**src/rtl/smb_pkg.sv**
```systemverilog
package smb_pkg;

  localparam logic [7:0] ADDR_WR = 8'hD2;
  localparam logic [7:0] ADDR_RD = 8'hD3;

  typedef enum logic [2:0] {
    PH_IDLE,
    PH_ADDR,
    PH_INDEX,
    PH_COUNT,
    PH_WDATA,
    PH_RDATA
  } smb_phase_e;

  // Reset value of the writable bits of register idx.
  function automatic logic [7:0] reg_default(input int idx);
    case (idx)
      2, 3:    return 8'hFF;
      4:       return 8'hF9;
      8:       return 8'h02;
      12:      return 8'h0D;
      default: return 8'h00;
    endcase
  endfunction

  // Bits of register idx taken from the read-only input.
  function automatic logic [7:0] reg_ro_mask(input int idx);
    case (idx)
      0:       return 8'hE0;
      7:       return 8'hFF;
      8:       return 8'hF0;
      default: return 8'h00;
    endcase
  endfunction

endpackage

```
**src/rtl/smb_line_sampler.sv**
```systemverilog
module smb_line_sampler #(
  parameter int SYNC_STAGES = 2
) (
  input  logic clk,
  input  logic rst_n,
  input  logic scl_in,
  input  logic sda_in,
  output logic scl_lvl,
  output logic sda_lvl,
  output logic scl_rise,
  output logic scl_fall,
  output logic start_det,
  output logic stop_det
);

  logic [SYNC_STAGES-1:0] scl_sync_q, sda_sync_q;
  logic                   scl_prev_q, sda_prev_q;

  always_ff @(posedge clk or negedge rst_n) begin
    if (!rst_n) begin
      scl_sync_q <= '1;
      sda_sync_q <= '1;
      scl_prev_q <= 1'b1;
      sda_prev_q <= 1'b1;
    end else begin
      scl_sync_q <= {scl_sync_q[SYNC_STAGES-2:0], scl_in};
      sda_sync_q <= {sda_sync_q[SYNC_STAGES-2:0], sda_in};
      scl_prev_q <= scl_sync_q[SYNC_STAGES-1];
      sda_prev_q <= sda_sync_q[SYNC_STAGES-1];
    end
  end

  assign scl_lvl   = scl_sync_q[SYNC_STAGES-1];
  assign sda_lvl   = sda_sync_q[SYNC_STAGES-1];
  assign scl_rise  = scl_lvl & ~scl_prev_q;
  assign scl_fall  = ~scl_lvl & scl_prev_q;
  assign start_det = scl_lvl & scl_prev_q & sda_prev_q & ~sda_lvl;
  assign stop_det  = scl_lvl & scl_prev_q & ~sda_prev_q & sda_lvl;

endmodule

```
**src/rtl/smb_cfg_bank.sv**
```systemverilog
module smb_cfg_bank
  import smb_pkg::*;
#(
  parameter int NUM_REGS = 13,
  parameter int CNT_IDX  = 12,
  parameter int CNT_MAX  = 32
) (
  input  logic                  clk,
  input  logic                  rst_n,
  input  logic                  wr_en,
  input  logic [7:0]            wr_idx,
  input  logic [7:0]            wr_data,
  input  logic [7:0]            rd_idx,
  output logic [7:0]            rd_data,
  input  logic [NUM_REGS*8-1:0] ro_in,
  output logic [NUM_REGS*8-1:0] cfg_q,
  output logic [NUM_REGS-1:0]   wr_stb,
  output logic [5:0]            cnt_val
);

  localparam logic [5:0] CNT_CAP = 6'(CNT_MAX);

  for (genvar i = 0; i < NUM_REGS; i++) begin : g_reg
    localparam logic [7:0] DEF = reg_default(i);
    localparam logic [7:0] MSK = reg_ro_mask(i);
    logic [7:0] store_q, store_d;
    logic       stb_q;
    logic       hit;

    assign hit = wr_en && (wr_idx == 8'(i));

    always_comb begin
      store_d = wr_data;
      if ((i == CNT_IDX) && (wr_data[5:0] > CNT_CAP)) store_d[5:0] = CNT_CAP;
    end

    always_ff @(posedge clk or negedge rst_n) begin
      if (!rst_n) begin
        store_q <= DEF;
        stb_q   <= 1'b0;
      end else begin
        stb_q <= hit;
        if (hit) store_q <= store_d;
      end
    end

    assign cfg_q[i*8 +: 8] = (store_q & ~MSK) | (ro_in[i*8 +: 8] & MSK);
    assign wr_stb[i]       = stb_q;
  end

  always_comb begin
    rd_data = 8'h00;
    for (int k = 0; k < NUM_REGS; k++) begin
      if (rd_idx == 8'(k)) rd_data = cfg_q[k*8 +: 8];
    end
  end

  assign cnt_val = cfg_q[CNT_IDX*8 +: 6];

  // the count field never exceeds its cap
  a_r6_count_cap: assert property (@(posedge clk) disable iff (!rst_n)
    cnt_val <= CNT_CAP);

  // a write past the bank produces no strobe
  a_r9_no_stb_out_of_range: assert property (@(posedge clk) disable iff (!rst_n)
    (wr_en && (int'(wr_idx) >= NUM_REGS)) |=> (wr_stb == '0));

  // at most one register is stored per cycle
  a_r2_single_strobe: assert property (@(posedge clk) disable iff (!rst_n)
    $onehot0(wr_stb));

endmodule

```
**src/rtl/smb_cfg_target.sv**
```systemverilog
module smb_cfg_target
  import smb_pkg::*;
#(
  parameter int NUM_REGS = 13,
  parameter int CNT_IDX  = 12,
  parameter int CNT_MAX  = 32
) (
  input  logic                  clk,
  input  logic                  rst_n,
  input  logic                  scl_in,
  input  logic                  sda_in,
  output logic                  sda_oe,
  input  logic [NUM_REGS*8-1:0] ro_in,
  output logic [NUM_REGS*8-1:0] cfg_q,
  output logic [NUM_REGS-1:0]   wr_stb
);

  logic scl_lvl, sda_lvl, scl_rise, scl_fall, start_det, stop_det;

  smb_line_sampler #(.SYNC_STAGES(2)) u_sampler (
    .clk(clk), .rst_n(rst_n), .scl_in(scl_in), .sda_in(sda_in),
    .scl_lvl(scl_lvl), .sda_lvl(sda_lvl), .scl_rise(scl_rise),
    .scl_fall(scl_fall), .start_det(start_det), .stop_det(stop_det)
  );

  smb_phase_e phase_q, phase_d, next_q, next_d;
  logic [3:0] cnt_q, cnt_d;
  logic [7:0] shift_q, shift_d, ptr_q, ptr_d, left_q, left_d, tx_q, tx_d;
  logic       ack_q, ack_d, tx_en_q, tx_en_d, nack_q, nack_d;
  logic       wr_en;
  logic [7:0] rd_data;
  logic [5:0] cnt_val;

  smb_cfg_bank #(.NUM_REGS(NUM_REGS), .CNT_IDX(CNT_IDX), .CNT_MAX(CNT_MAX)) u_bank (
    .clk(clk), .rst_n(rst_n), .wr_en(wr_en), .wr_idx(ptr_q), .wr_data(shift_q),
    .rd_idx(ptr_q), .rd_data(rd_data), .ro_in(ro_in), .cfg_q(cfg_q),
    .wr_stb(wr_stb), .cnt_val(cnt_val)
  );

  always_comb begin
    phase_d = phase_q;  next_d  = next_q;  cnt_d = cnt_q;  shift_d = shift_q;
    ptr_d   = ptr_q;    left_d  = left_q;  tx_d  = tx_q;   ack_d   = ack_q;
    tx_en_d = tx_en_q;  nack_d  = nack_q;  wr_en = 1'b0;
    if (start_det) begin
      phase_d = PH_ADDR; cnt_d = 4'd0; ack_d = 1'b0; tx_en_d = 1'b0;
    end else if (stop_det) begin
      phase_d = PH_IDLE; cnt_d = 4'd0; ack_d = 1'b0; tx_en_d = 1'b0;
    end else if (phase_q != PH_IDLE) begin
      if (scl_rise) begin
        if (cnt_q < 4'd8) begin
          cnt_d = cnt_q + 4'd1;
          if (phase_q != PH_RDATA) shift_d = {shift_q[6:0], sda_lvl};
        end else if (cnt_q == 4'd8) begin
          cnt_d = 4'd9;
          if (phase_q == PH_RDATA) nack_d = sda_lvl;
        end
      end else if (scl_fall) begin
        if (phase_q == PH_RDATA) begin
          if (cnt_q == 4'd8) begin
            tx_en_d = 1'b0;
          end else if (cnt_q == 4'd9) begin
            if (nack_q) begin
              phase_d = PH_IDLE;
            end else begin
              tx_d = rd_data; ptr_d = ptr_q + 8'd1; tx_en_d = 1'b1; cnt_d = 4'd0;
            end
          end else if (cnt_q != 4'd0) begin
            tx_d = {tx_q[6:0], 1'b0};
          end
        end else if (cnt_q == 4'd8) begin
          case (phase_q)
            PH_ADDR: begin
              if (shift_q == ADDR_WR) begin
                ack_d = 1'b1; next_d = PH_INDEX;
              end else if (shift_q == ADDR_RD) begin
                ack_d = 1'b1; next_d = PH_RDATA;
              end else begin
                phase_d = PH_IDLE;
              end
            end
            PH_INDEX: begin ptr_d = shift_q; ack_d = 1'b1; next_d = PH_COUNT; end
            PH_COUNT: begin left_d = shift_q; ack_d = 1'b1; next_d = PH_WDATA; end
            PH_WDATA: begin
              if (left_q != 8'd0) begin
                wr_en = 1'b1; ptr_d = ptr_q + 8'd1; left_d = left_q - 8'd1;
                ack_d = 1'b1; next_d = PH_WDATA;
              end else begin
                phase_d = PH_IDLE;
              end
            end
            default: phase_d = PH_IDLE;
          endcase
        end else if (cnt_q == 4'd9) begin
          ack_d = 1'b0; cnt_d = 4'd0; phase_d = next_q;
          if (next_q == PH_RDATA) begin
            tx_d = {2'b00, cnt_val}; tx_en_d = 1'b1; nack_d = 1'b0;
          end
        end
      end
    end
  end

  always_ff @(posedge clk or negedge rst_n) begin
    if (!rst_n) begin
      phase_q <= PH_IDLE; next_q <= PH_IDLE; cnt_q <= 4'd0; shift_q <= 8'h00;
      ptr_q   <= 8'h00;   left_q <= 8'h00;   tx_q  <= 8'h00;
      ack_q   <= 1'b0;    tx_en_q <= 1'b0;   nack_q <= 1'b0;
    end else begin
      phase_q <= phase_d; next_q <= next_d; cnt_q <= cnt_d; shift_q <= shift_d;
      ptr_q   <= ptr_d;   left_q <= left_d; tx_q  <= tx_d;
      ack_q   <= ack_d;   tx_en_q <= tx_en_d; nack_q <= nack_d;
    end
  end

  assign sda_oe = ack_q | (tx_en_q & ~tx_q[7]);

  // an acknowledge in the address phase only follows an own address
  a_r1_ack_own_addr: assert property (@(posedge clk) disable iff (!rst_n)
    ($rose(ack_q) && phase_q == PH_ADDR) |-> (shift_q == ADDR_WR || shift_q == ADDR_RD));

  // an idle target never holds the data line
  a_r5_idle_released: assert property (@(posedge clk) disable iff (!rst_n)
    (phase_q == PH_IDLE) |-> !sda_oe);

  // drive changes only follow a low sampled clock
  a_r10_drive_moves_low_scl: assert property (@(posedge clk) disable iff (!rst_n)
    !$stable(sda_oe) |-> !$past(scl_lvl));

endmodule

```
**config.mk**
```make
export PLATFORM = sky130hd
export DESIGN_NAME = smb_cfg_target
export DESIGN_NICKNAME = d
export VERILOG_FILES = /design/src/rtl/smb_pkg.sv /design/src/rtl/smb_line_sampler.sv /design/src/rtl/smb_cfg_bank.sv /design/src/rtl/smb_cfg_target.sv
export SDC_FILE = /design/constraint.sdc
export NUM_CORES = 1
export LEC_CHECK = 0
export CAP_MARGIN = 10
export CORE_ASPECT_RATIO = 0.5
export CORE_MARGIN = 4
export CORE_UTILIZATION = 40
export DETAILED_ROUTE_END_ITERATION = 16
export HOLD_SLACK_MARGIN = 0.06
export PLACE_DENSITY = 0.71
export SYNTH_ARGS = -nofsm -noshare
export SYNTH_HDL_FRONTEND = slang
export SYNTH_HIERARCHICAL = 1
export SYNTH_SLANG_ARGS = --single-unit
export TNS_END_PERCENT = 1
```
**constraint.sdc**
```tcl
create_clock -name clk -period 2.7 [get_ports clk]
set_input_delay 0.27 -clock clk [delete_from_list [all_inputs] [get_ports clk]]
set_output_delay 0.27 -clock clk [all_outputs]
set_load 0.05 [all_outputs]
```
==> results.toml, run 1 <==
[timing]
timing.final.crit_period_ns = 2.69
slew_headroom_pct = 48.4
tns_ns = 0
hold_slack_ns = 0.249
slew_violations = 0
fmax_mhz = 371
finalCritPeriodShare_pct = 99.8
tightest_slew_ns = 0.774
fin_skew_ns = 0.0177
finalHoldViolations = 0
rsz0062_at_grt = "yes"
setup_viol = 0

[setup_path]
critical_path_required_ns = 3.06
crit_path_start_kind = "flop"
critical_path_buf_inv_count = 1
arrival_ns = 3.05
cp_cell_sequence = "or4_1, buf_4, nor2_1, nand2_1, a21boi_0, o32a_1, mux2i_1, o21ai_0, mux2_2"
critical_path_class = "reg2reg"
cp_top_family = "simple AND/OR/NAND/NOR gates"
crit_start = "ptr_q[4]"
r2r-start = "ptr_q[4]"
worst_setup_path_end_kind = "flop"
slowest_stage = "or4_1"
path_max_fanout = 10
slowest_delay_ns = 0.61

[die]
num_rows = 37
die_w_um = 213
io_pins = 226
die_area_sq_um = 23600
fp.coreArea_sq_um = 20600
die_y_um = 111
initial_utilization_pct = 40.9

[clock_network]
numCtsBuffers = 17
cts_tree = "built"
htreeDepth = 4
clock-sinks = 153
clock_path_buffers = 2
clk_latency_ns = 0.43
clk_pin_slew_worst_paths_ns = 0.07
cts_root_buf = "clkbuf_16"

[synth]
synth_edf_count = 0
ys.flop_type = "dfrtp_1"
ys_seq_area_share_pct = 45.9
netlist_instances = 822
synth_cell_type_count = 69
syn_avg_cell_area_sq_um = 10.3
syn-cell-area_sq_um = 8430
ys_ff_latch = 153
async_reset_ff_share_pct = 100
synth_nets = 936
yosysWarnings = 6

[finish]
regArea_sq_um = 3870
drive_gt1_share_pct = 28.6
antenna_cells = 0
fillCellCount = 1792
area_delta_synth_final_pct = 30.1
multi_input_area_sq_um = 4070
finalNonFillerCells = 1260
nets = 1088

[grt]
grt_pass1_vias = 7318
grt_start_max_net_pins = 79
overflow = 0
grt_pass1_wl_um = 41600
antenna_found_initial = 0
grt_use_total_pct = 22.4

[min_path]
min_from = "scl_in"
worstHoldPathType = "in2reg"

[pwr]
p_switching_mw = 1.28
p_per_area_nw_per_um2 = 465
p_clk_share_pct = 48.6
p_int_mw = 3.82
total_power_mw = 5.11
seq_power_share_pct = 46.0
swShare_pct = 25.1
leakage_nw = 4.80
max-vdd-ir-drop_mv = 0.403
combinationalPowerShare_pct = 5.3

[place]
port_buffers = 136
place_inst = 1223
place.gp.congestion = 0.957
dp_hpwl_um = 19100

[routing]
ant_nets = 0
drc = 0
avgRoutedWirePerCell_um = 21.1
vias_per_cell = 5.79
wl_um = 26600
vias = 7294
dr.pass1.iters = 6
drt_iter0_drc = 775

[job]
drv_cap = 0

[status]
outcome = "finished clean"
-- cells by family after synthesis --
kind of cell | after synthesis | share of synthesized area [%]
DFF | 153 | 45.9
buffers and inverters | 99 | 6.46
AOI/OAI and AO/OA | 172 | 13.0
muxes | 121 | 16.3
xor gates and xnor gates | 1 | 0.104
adders and majority gates | 6 | 0.891
and+or+nand+nor | 270 | 17.3
-- layout make-up --
type,instances,share of cell area [%]
Multi-Input combinational cell,570,37.1
Sequential cell,153,35.3
Timing Repair Buffer,215,18.5
Clock buffer,18,4.00
Tap cell,273,3.11
Clock inverter,14,1.47
Inverter,17,0.582
-- state kept, by name, indices dropped and copies added (netlist names), 2 cells and up --
register	count
cnt_q	4
tx_q	8
u_bank/g.store_q	89
ptr_q	8
next_q	3
phase_q	3
u_sampler/scl_sync_q	2
shift_q	8
left_q	8
u_bank/g.stb_q	13
u_sampler/sda_sync_q	2
-- power groups by stage --
| stage | logic, mW | clock network (mW) | registers [mW] |
|---|---|---|---|
| 2_1_floorplan | 0.144 | 0 | 2.37 |
| 5_1_grt | 0.298 | 2.63 | 2.35 |
| 3_3_place_gp | 0.268 | 0 | 2.39 |
| 3_5_place_dp | 0.272 | 0 | 2.39 |
| 4_1_cts | 0.276 | 2.52 | 2.35 |
| 6_report | 0.273 | 2.48 | 2.35 |
-- repair_timing --
action	4_1_cts	5_1_grt
setup endpoints to repair	49	41
gates cloned	0	0
setup buffers	0	4
pin swaps	0	2
endpoints found under the hold margin	47	0
hold buffers	1	0
resized for setup	6	6
-- cells in the mapped netlist, types with 3 or more instances --
library cell	number	area (sq um)
mux4_2	3	67.6
o31ai_1	3	22.5
ha_1	6	75.1
a221oi_1	4	35.0
o22ai_1	5	31.3
nor4_2	3	37.5
or3_1	3	18.8
nand4_1	4	25.0
clkbuf_1	29	109
and3_1	5	31.3
a31oi_1	11	68.8
mux2_2	102	1150
buf_1	3	11.3
nor3_2	6	60.1
nor2b_1	13	81.3
o21ai_0	47	235
a2bb2oi_1	4	35.0
a21oi_1	43	215
o211ai_1	3	22.5
nor2_1	46	173
and4b_1	4	40.0
dfstp_2	32	841
o21ai_1	3	15.0
nor4_4	3	63.8
nor4_1	7	43.8
dfrtp_1	121	3030
nand2_1	92	345
a22o_1	7	61.3
nand3b_1	8	60.1
buf_6	4	45.0
a21o_1	4	30.0
or3b_2	3	26.3
buf_4	34	255
o22a_1	3	26.3
nand2b_1	15	93.8
o221ai_1	4	35.0
a32o_1	3	30.0
nor3b_1	5	37.5
a22oi_1	10	75.1
mux2i_1	16	160
inv_1	16	60.1
nor3_1	19	95.1
buf_2	12	60.1
nand3_1	19	95.1
-- metal layers --
metal | part of all wire [%] | routed length, um | vias up | global-route usage (%)
met5 | 0 | 0 | - | 0
met4 | 1.9 | 505 | 0 | 5.58
met3 | 7.4 | 1960 | 52 | 5.09
met2 | 47 | 12600 | 302 | 36.0
met1 | 44 | 11600 | 3679 | 30.7
li1 | - | - | 3261 | -
-- path summary, 6_finish.rpt --
check | cells after the start | endpoint | slack (ns)
min reg2reg | 0 | u_sampler/sda_sync_q[1] | 0.36
min in group asynchronous | 2 | u_bank/g_reg[8].store_q[0] | 0.36
min | 1 | u_sampler/scl_sync_q[0] | 0.25
max in group asynchronous | 3 | u_bank/g_reg[2].store_q[5] | 1.51
max reg2reg | 9 | tx_q[3] | 0.006
max | 9 | tx_q[3] | 0.006
-- metrics by stage --
step	area, sq um	util, %	setup WS (ns)
after floorplan	8450	-	-0.0721
after global placement	10300	49.9	-0.105
after detailed placement	10300	49.9	-0.137
after CTS	10900	53.0	0.00831
after global routing	11000	53.2	-0.0127
final	11000	53.2	0.00609
-- cells in the final DEF, fill, tap and decap left out, types with 4 or more instances in the layout --
cell type / synthesis / final
nor4_1: 7 / 7
o221ai_1: 4 / 4
nand2b_1: 15 / 14
o21ai_0: 47 / 47
nand2_1: 92 / 92
nor2_1: 46 / 46
a31oi_1: 11 / 11
o22ai_1: 5 / 5
and3_1: 5 / 5
nand3_1: 19 / 19
buf_12: 0 / 5
nand4_1: 4 / 4
a21o_1: 4 / 4
a22oi_1: 10 / 10
and4b_1: 4 / 4
buf_4: 34 / 71
mux2_2: 102 / 102
mux2i_1: 16 / 16
nor3_2: 6 / 4
clkbuf_16: 0 / 17
ha_1: 6 / 6
clkdlybuf4s50_1: 0 / 135
inv_6: 0 / 5
nor3_1: 19 / 18
a2bb2oi_1: 4 / 4
inv_1: 16 / 15
dfrtp_1: 121 / 120
a21oi_1: 43 / 43
nor3b_1: 5 / 4
dfstp_2: 32 / 32
nor2b_1: 13 / 12
nand3b_1: 8 / 8
a221oi_1: 4 / 4
a22o_1: 7 / 7
Power figures use the tool's default switching activity.
==> run 2, diff against run 1 <==
--- a/config.mk
+++ b/config.mk
@@ -10,8 +10,9 @@
 export CORE_MARGIN = 4
 export CORE_UTILIZATION = 40
 export DETAILED_ROUTE_END_ITERATION = 16
+export DONT_BUFFER_PORTS = 1
 export HOLD_SLACK_MARGIN = 0.06
-export PLACE_DENSITY = 0.71
+export MAX_ROUTING_LAYER = met4
 export SYNTH_ARGS = -nofsm -noshare
 export SYNTH_HDL_FRONTEND = slang
 export SYNTH_HIERARCHICAL = 1
==> run 2 against run 1 <==
Wire length shrank 4.4%. Final cell count down 9.6%. Core utilization down 6.2 points. Register-to-register slack better by 0.07 ns. Total power down 7.9%. Flip-flop and latch count did not move. The run now ends with hold timing left. Design area decreased by 12%.
==> results.toml, run 2 (synthesis gave the netlist of run 1 again) <==
[routing]
drt_iter0_drc = 633
met3_length_um = 1720
dr.pass1.iters = 5
wl_met1_um = 11800
wl_um = 25500
drc = 0
ant_nets = 0
top_layer_used = "met4"
vias_per_cell = 5.78
vias = 6584
met2_length_um = 11600
avgRoutedWirePerCell_um = 22.4

[clock_network]
post_cts_buffers = 0
clk_latency_ns = 0.44
htreeDepth = 4
clk_pin_slew_worst_paths_ns = 0.07
numCtsBuffers = 17
clock_path_buffers = 2
cts_root_buf = "clkbuf_16"
clock-sinks = 153
ctsHoldBuffers = 2
cts_tree = "built"

[grt]
grt_pass1_vias = 6550
antenna_found_initial = 0
grt_use_total_pct = 22.5
overflow = 0
grt_start_max_net_pins = 154
grt_pass1_wl_um = 39700

[finish]
nets = 967
antenna_cells = 0
drive_gt1_share_pct = 34.6
final_common_cell = "dfrtp_1"
area_delta_synth_final_pct = 15.0
reg.largest.list = "u_bank/g.store_q x89, u_bank/g.stb_q x13"
largest_reg_flops = 89
fillCellCount = 1918
largest-register = "u_bank/g.store_q"
layout_common_cells = "dfrtp_1 (118), mux2_2 (102), nand2_1 (90)"

[status]
outcome = "complete, but fails checks"
violations = "hold timing"

[setup_path]
arrival_ns = 2.94
cp_cell_sequence = "or4_4, o211ai_1, nor3_2, buf_4, nor2b_2, buf_4, nand4_1, buf_12, mux2_2"
critical_path_buf_inv_count = 3
cp_top_family = "simple AND/OR/NAND/NOR gates"
slowest_stage = "or4_4"
path_max_fanout = 8
worst_setup_path_end_kind = "flop"
critical_path_required_ns = 3.02
crit_path_start_kind = "flop"
slowest_delay_ns = 0.57
critical_path_class = "reg2reg"
worst_path_most_repeated_cell = "buf_4"

[timing]
hold_slack_ns = -0.477
finalCritPeriodShare_pct = 97.2
timing.final.crit_period_ns = 2.62
fmax_mhz = 381
setup_slack_ns = 0.0762
slew_headroom_pct = 49.8
rsz0062_at_grt = "yes"
setup_viol = 0
fin_skew_ns = 0.00824
tightest_slew_ns = 0.748
finalHoldViolations = 153
slew_violations = 0

[die]
fp.coreArea_sq_um = 20600
die_w_um = 213
io_pins = 226
initial_utilization_pct = 40.9
die_area_sq_um = 23600
num_rows = 37
die_y_um = 111

[pwr]
max-vdd-ir-drop_mv = 0.432
p_per_area_nw_per_um2 = 485
leakage_nw = 4.37

[place]
place.gp.congestion = 0.902
dp_hpwl_um = 18300
pre_cts_ws_ns = -0.0225
port_buffers = 0

[job]
drv_cap = 0

[min_path]
worstHoldPathType = "in2async"
run 2: changes by cell type in the layout (fill, tap and decap cells not counted), moves of 2 or more:
cell	previous run	this run
buf_12	5	8
buf_4	71	84
buf_6	3	0
bufinv_16	2	0
clkdlybuf4s50_1	135	0
clkinv_2	2	5
clkinvlp_4	1	4
dfrtp_1	120	118
dfrtp_4	0	2
inv_8	2	0
nand2_1	92	90
nand2_2	0	2
run 2: worst reg2reg max path: stages, from the launching register on:
cell      delay, ns
dfrtp_1        0.42
or4_4          0.57
o211ai_1       0.27
nor3_2         0.10
buf_4          0.18
nor2b_2        0.17
buf_4          0.14
nand4_1        0.16
buf_12         0.16
mux2_2         0.35
run 2: final timing paths:
kind / from / end / slack (ns) / cells after the start
max: left_q[5] / u_bank/g_reg[11].store_q[6] / 0.08 / 9
min: rst_n / u_bank/g_reg[1].store_q[7] / -0.48 / 0
max reg2reg: left_q[5] / u_bank/g_reg[11].store_q[6] / 0.08 / 9
min reg2reg: u_sampler/scl_sync_q[0] / u_sampler/scl_sync_q[1] / 0.36 / 0
max in group asynchronous: rst_n / u_sampler/sda_sync_q[0] / 2.86 / 0
min in group clk: ro_in[59] / tx_q[3] / 0.35 / 4
run 2: layout make-up:
cell class                 count  area (sq um)  area share [%]
tap                          273           342            3.52
clock buffer                  18           439            4.53
sequential                   153          3880            40.0
timing repair buffer          94           811            8.36
multi-input combinational    570          4060            41.9
clock inverter                14          98.8            1.02
inverter                      17          63.8           0.658
run 2: power breakdown:
part           leakage (nW)  total, mW  internal (mW)  switching (mW)
Clock                 0.259       2.22           1.20            1.02
Combinational          2.10      0.164         0.0568           0.108
Sequential             2.01       2.32           2.31         0.00827
run 2: layer usage:
layer | track usage [%] | vias to the layer above
met1 | 30.9 | 3324
met3 | 6.39 | 30
met4 | 5.41 | 0
li1 | - | 3017
met2 | 33.1 | 213
met5 | - | -
run 2: timing repair:
item	4_1_cts	5_1_grt
setup endpoints to repair	24	36
endpoints found under the hold margin	155	153
pin swaps	0	2
cloned	0	0
resized for setup	3	12
run 2: metrics by stage:
| step | instances | power, mW | utilization, % | TNS [ns] | area, sq um |
|---|---|---|---|---|---|
| after floorplan | 822 | 2.51 | - | -0.678 | 8450 |
| after global placement | 1105 | 2.52 | 44.2 | -0.687 | 9100 |
| after detailed placement | 1105 | 2.52 | 44.2 | -0.155 | 9100 |
| after CTS | 1139 | 4.75 | 46.9 | 0 | 9670 |
| after global routing | 1139 | 4.87 | 47.1 | -0.260 | 9700 |
| final | 1139 | 4.70 | 47.1 | 0 | 9700 |
==> run 3, diff against run 2 <==
--- a/config.mk
+++ b/config.mk
@@ -15,6 +15,5 @@
 export MAX_ROUTING_LAYER = met4
 export SYNTH_ARGS = -nofsm -noshare
 export SYNTH_HDL_FRONTEND = slang
-export SYNTH_HIERARCHICAL = 1
 export SYNTH_SLANG_ARGS = --single-unit
 export TNS_END_PERCENT = 1
==> run 3 against run 2 <==
The flow still finishes with violations (hold timing). Design area decreased by 0.99%. Wire length increased by 4.7%. Area after synthesis unchanged. Die area unchanged. Core utilization decreased by 0.47 points. First-iteration DRC count increased by 6.8%. Critical path type unchanged. Largest power group is now the clock network. Highest routed layer unchanged.
==> results.toml, run 3 <==
[setup_path]
arrival_ns = 2.98
worst_setup_path_end_kind = "flop"
critical_path_required_ns = 3.06
crit_path_start_kind = "flop"
path_max_fanout = 7
slowest_stage = "or4_1"
cp_cell_sequence = "or4_1, buf_4, a21oi_1, a32oi_1, a211oi_1, o31ai_1, a21oi_1"
r2r-end = "tx_q[2]"
rr_worst_depth = 7
critical_path_class = "reg2reg"
r2r-start = "ptr_q[5]"
slowest_delay_ns = 0.59
worst_path_most_repeated_cell = "a21oi_1"
r2r_slack_ns = 0.09

[synth]
synthTopCellsByCount = "dfrtp_1 (121), nand2_1 (67), mux2_2 (65)"
yosysTopAreaCellShare_pct = 35.9
synthAdderAreaFrac_pct = 1.78
synth_cell_type_count = 77
synth-compound-area-share_pct = 16.5
synth_nets = 968
synth_top_family_by_area = "simple AND/OR/NAND/NOR gates"
muxShareOfSynthArea_pct = 12.1
netlist_top_cells_area = "dfrtp_1 (36%), dfstp_2 (10%), mux2_2 (8.7%)"
syn_avg_cell_area_sq_um = 9.94
synth_edf_count = 0
ys_seq_area_share_pct = 45.9
syn-cell-area_sq_um = 8430
ys.flop_type = "dfrtp_1"
ys_ff_latch = 153
netlist_instances = 848
async_reset_ff_share_pct = 100
yosys.area_share.xor_xnor_pct = 0.104
yosysMostFrequentCell = "dfrtp_1"
synthSimpleGateAreaFrac_pct = 17.1
synth_area_leader_cell = "dfrtp_1"
yosysWarnings = 0

[grt]
grt_use_total_pct = 23.8
grt_start_max_net_pins = 154
grt_pass1_vias = 6749
grt_pass1_wl_um = 42100
overflow = 0
antenna_found_initial = 0

[finish]
multi_input_area_sq_um = 4060
layout_common_cells = "dfrtp_1 (121), buf_4 (71), nand2_1 (67)"
regArea_sq_um = 3870
reg.largest.list = "u_bank.g.store_q x89, u_bank.g.stb_q x13"
final_common_cell = "dfrtp_1"
nets = 978
largest-register = "u_bank.g.store_q"
area_delta_synth_final_pct = 13.9
largest_reg_flops = 89
fillCellCount = 1895
antenna_cells = 0
drive_gt1_share_pct = 25.7

[routing]
vias = 6950
dr.pass1.iters = 5
ant_nets = 0
drc = 0
drt_iter0_drc = 676
wl_um = 26700
vias_per_cell = 6.08
avgRoutedWirePerCell_um = 23.3

[pwr]
total_power_mw = 4.94
max-vdd-ir-drop_mv = 0.377
leakage_nw = 4.35
p_per_area_nw_per_um2 = 515

[timing]
setup_viol = 0
fmax_mhz = 382
fin_skew_ns = 0.0106
finalHoldViolations = 153
rsz0062_at_grt = "no"
timing.final.crit_period_ns = 2.61
tightest_slew_ns = 0.637
slew_headroom_pct = 57.6
finalCritPeriodShare_pct = 96.8
hold_slack_ns = -0.474
tns_ns = 0
slew_violations = 0

[die]
die_area_sq_um = 23600
die_y_um = 111
fp.coreArea_sq_um = 20600
num_rows = 37
die_w_um = 213
io_pins = 226
initial_utilization_pct = 40.9

[clock_network]
clk_pin_slew_worst_paths_ns = 0.07
htreeDepth = 4
ctsHoldBuffers = 2
clock-sinks = 153
clk_latency_ns = 0.44
clock_path_buffers = 2
cts_root_buf = "clkbuf_16"
numCtsBuffers = 17
cts_tree = "built"

[place]
place.gp.congestion = 0.929
port_buffers = 0
dp_hpwl_um = 18900

[job]
drv_cap = 0

[status]
violations = "hold timing"
outcome = "complete, but fails checks"

[min_path]
worstHoldPathType = "in2async"
-- run 3: layer usage --
metal	track usage (%)	up-vias	share of wire (%)
met2	33.1	292	44
met1	33.3	3509	45
li1	-	3109	-
met5	-	-	0
met4	6.73	0	2.0
met3	7.86	40	9.3
-- run 3: kinds of logic (layout without fill, tap and decap cells) --
family / after synthesis / count (layout)
adders and majority gates: 12 / 12
buffers and inverters: 112 / 135
AOI/OAI and AO/OA: 211 / 211
DFF: 153 / 153
and+or+nand+nor: 268 / 268
xor gates and xnor gates: 1 / 1
muxes: 91 / 91
-- run 3: report_power, final --
group | switching (mW) | total [mW] | internal (mW)
Sequential | 0.0277 | 2.34 | 2.31
Clock | 1.03 | 2.48 | 1.45
Combinational | 0.0751 | 0.120 | 0.0452
Total | 1.14 | 4.94 | 3.80
-- run 3: worst max-delay path by stage --
stage	to	from	cells past startpoint	slack (ns)
finish	tx_q[2]	ptr_q[5]	7	0.09
global route	tx_q[5]	ptr_q[4]	9	0.02
CTS	u_bank.g_reg[11].store_q[3]	u_sampler.scl_prev_q	8	0.006
detailed placement	u_bank.g_reg[11].store_q[2]	u_sampler.scl_prev_q	8	0.05
global placement	u_bank.g_reg[12].store_q[4]	u_sampler.scl_prev_q	9	0.04
floorplan	tx_q[3]	u_sampler.scl_prev_q	10	0.09
-- run 3: through the flow --
| step | hold slack [ns] | setup WS [ns] | util (%) | instances | cell area (sq um) |
|---|---|---|---|---|---|
| finish | -0.474 | 0.0853 | 46.6 | 1144 | 9600 |
| global route | -0.490 | 0.0215 | 46.6 | 1144 | 9600 |
| CTS | -0.486 | 0.00570 | 46.3 | 1143 | 9540 |
| detailed placement | -0.0196 | 0.0480 | 43.2 | 1109 | 8910 |
| global placement | -0.0176 | 0.0427 | 43.2 | 1109 | 8910 |
| floorplan | -0.0256 | 0.0858 | - | 848 | 8430 |
-- run 3: final cells by class --
class | count | share of cell area [%]
multi-input combinational | 583 | 42.3
sequential | 153 | 40.3
timing repair buffer | 77 | 6.50
clock buffer | 20 | 4.86
tap | 273 | 3.56
clock inverter | 12 | 1.47
inverter | 26 | 1.02
-- run 3: critical path, delay by kind of cell, from the launching register on --
family / cells / cell delay, ns
DFF: 1 / 0.45
and+or+nand+nor: 1 / 0.59
AOI/OAI and AO/OA: 5 / 1.30
buffers and inverters: 1 / 0.21
-- run 3: what timing repair did --
item                                   4_1_cts  5_1_grt
setup endpoints to repair                    0       35
endpoints found under the hold margin      155      153
buffers inserted                             0        1
resized for setup                            0        8
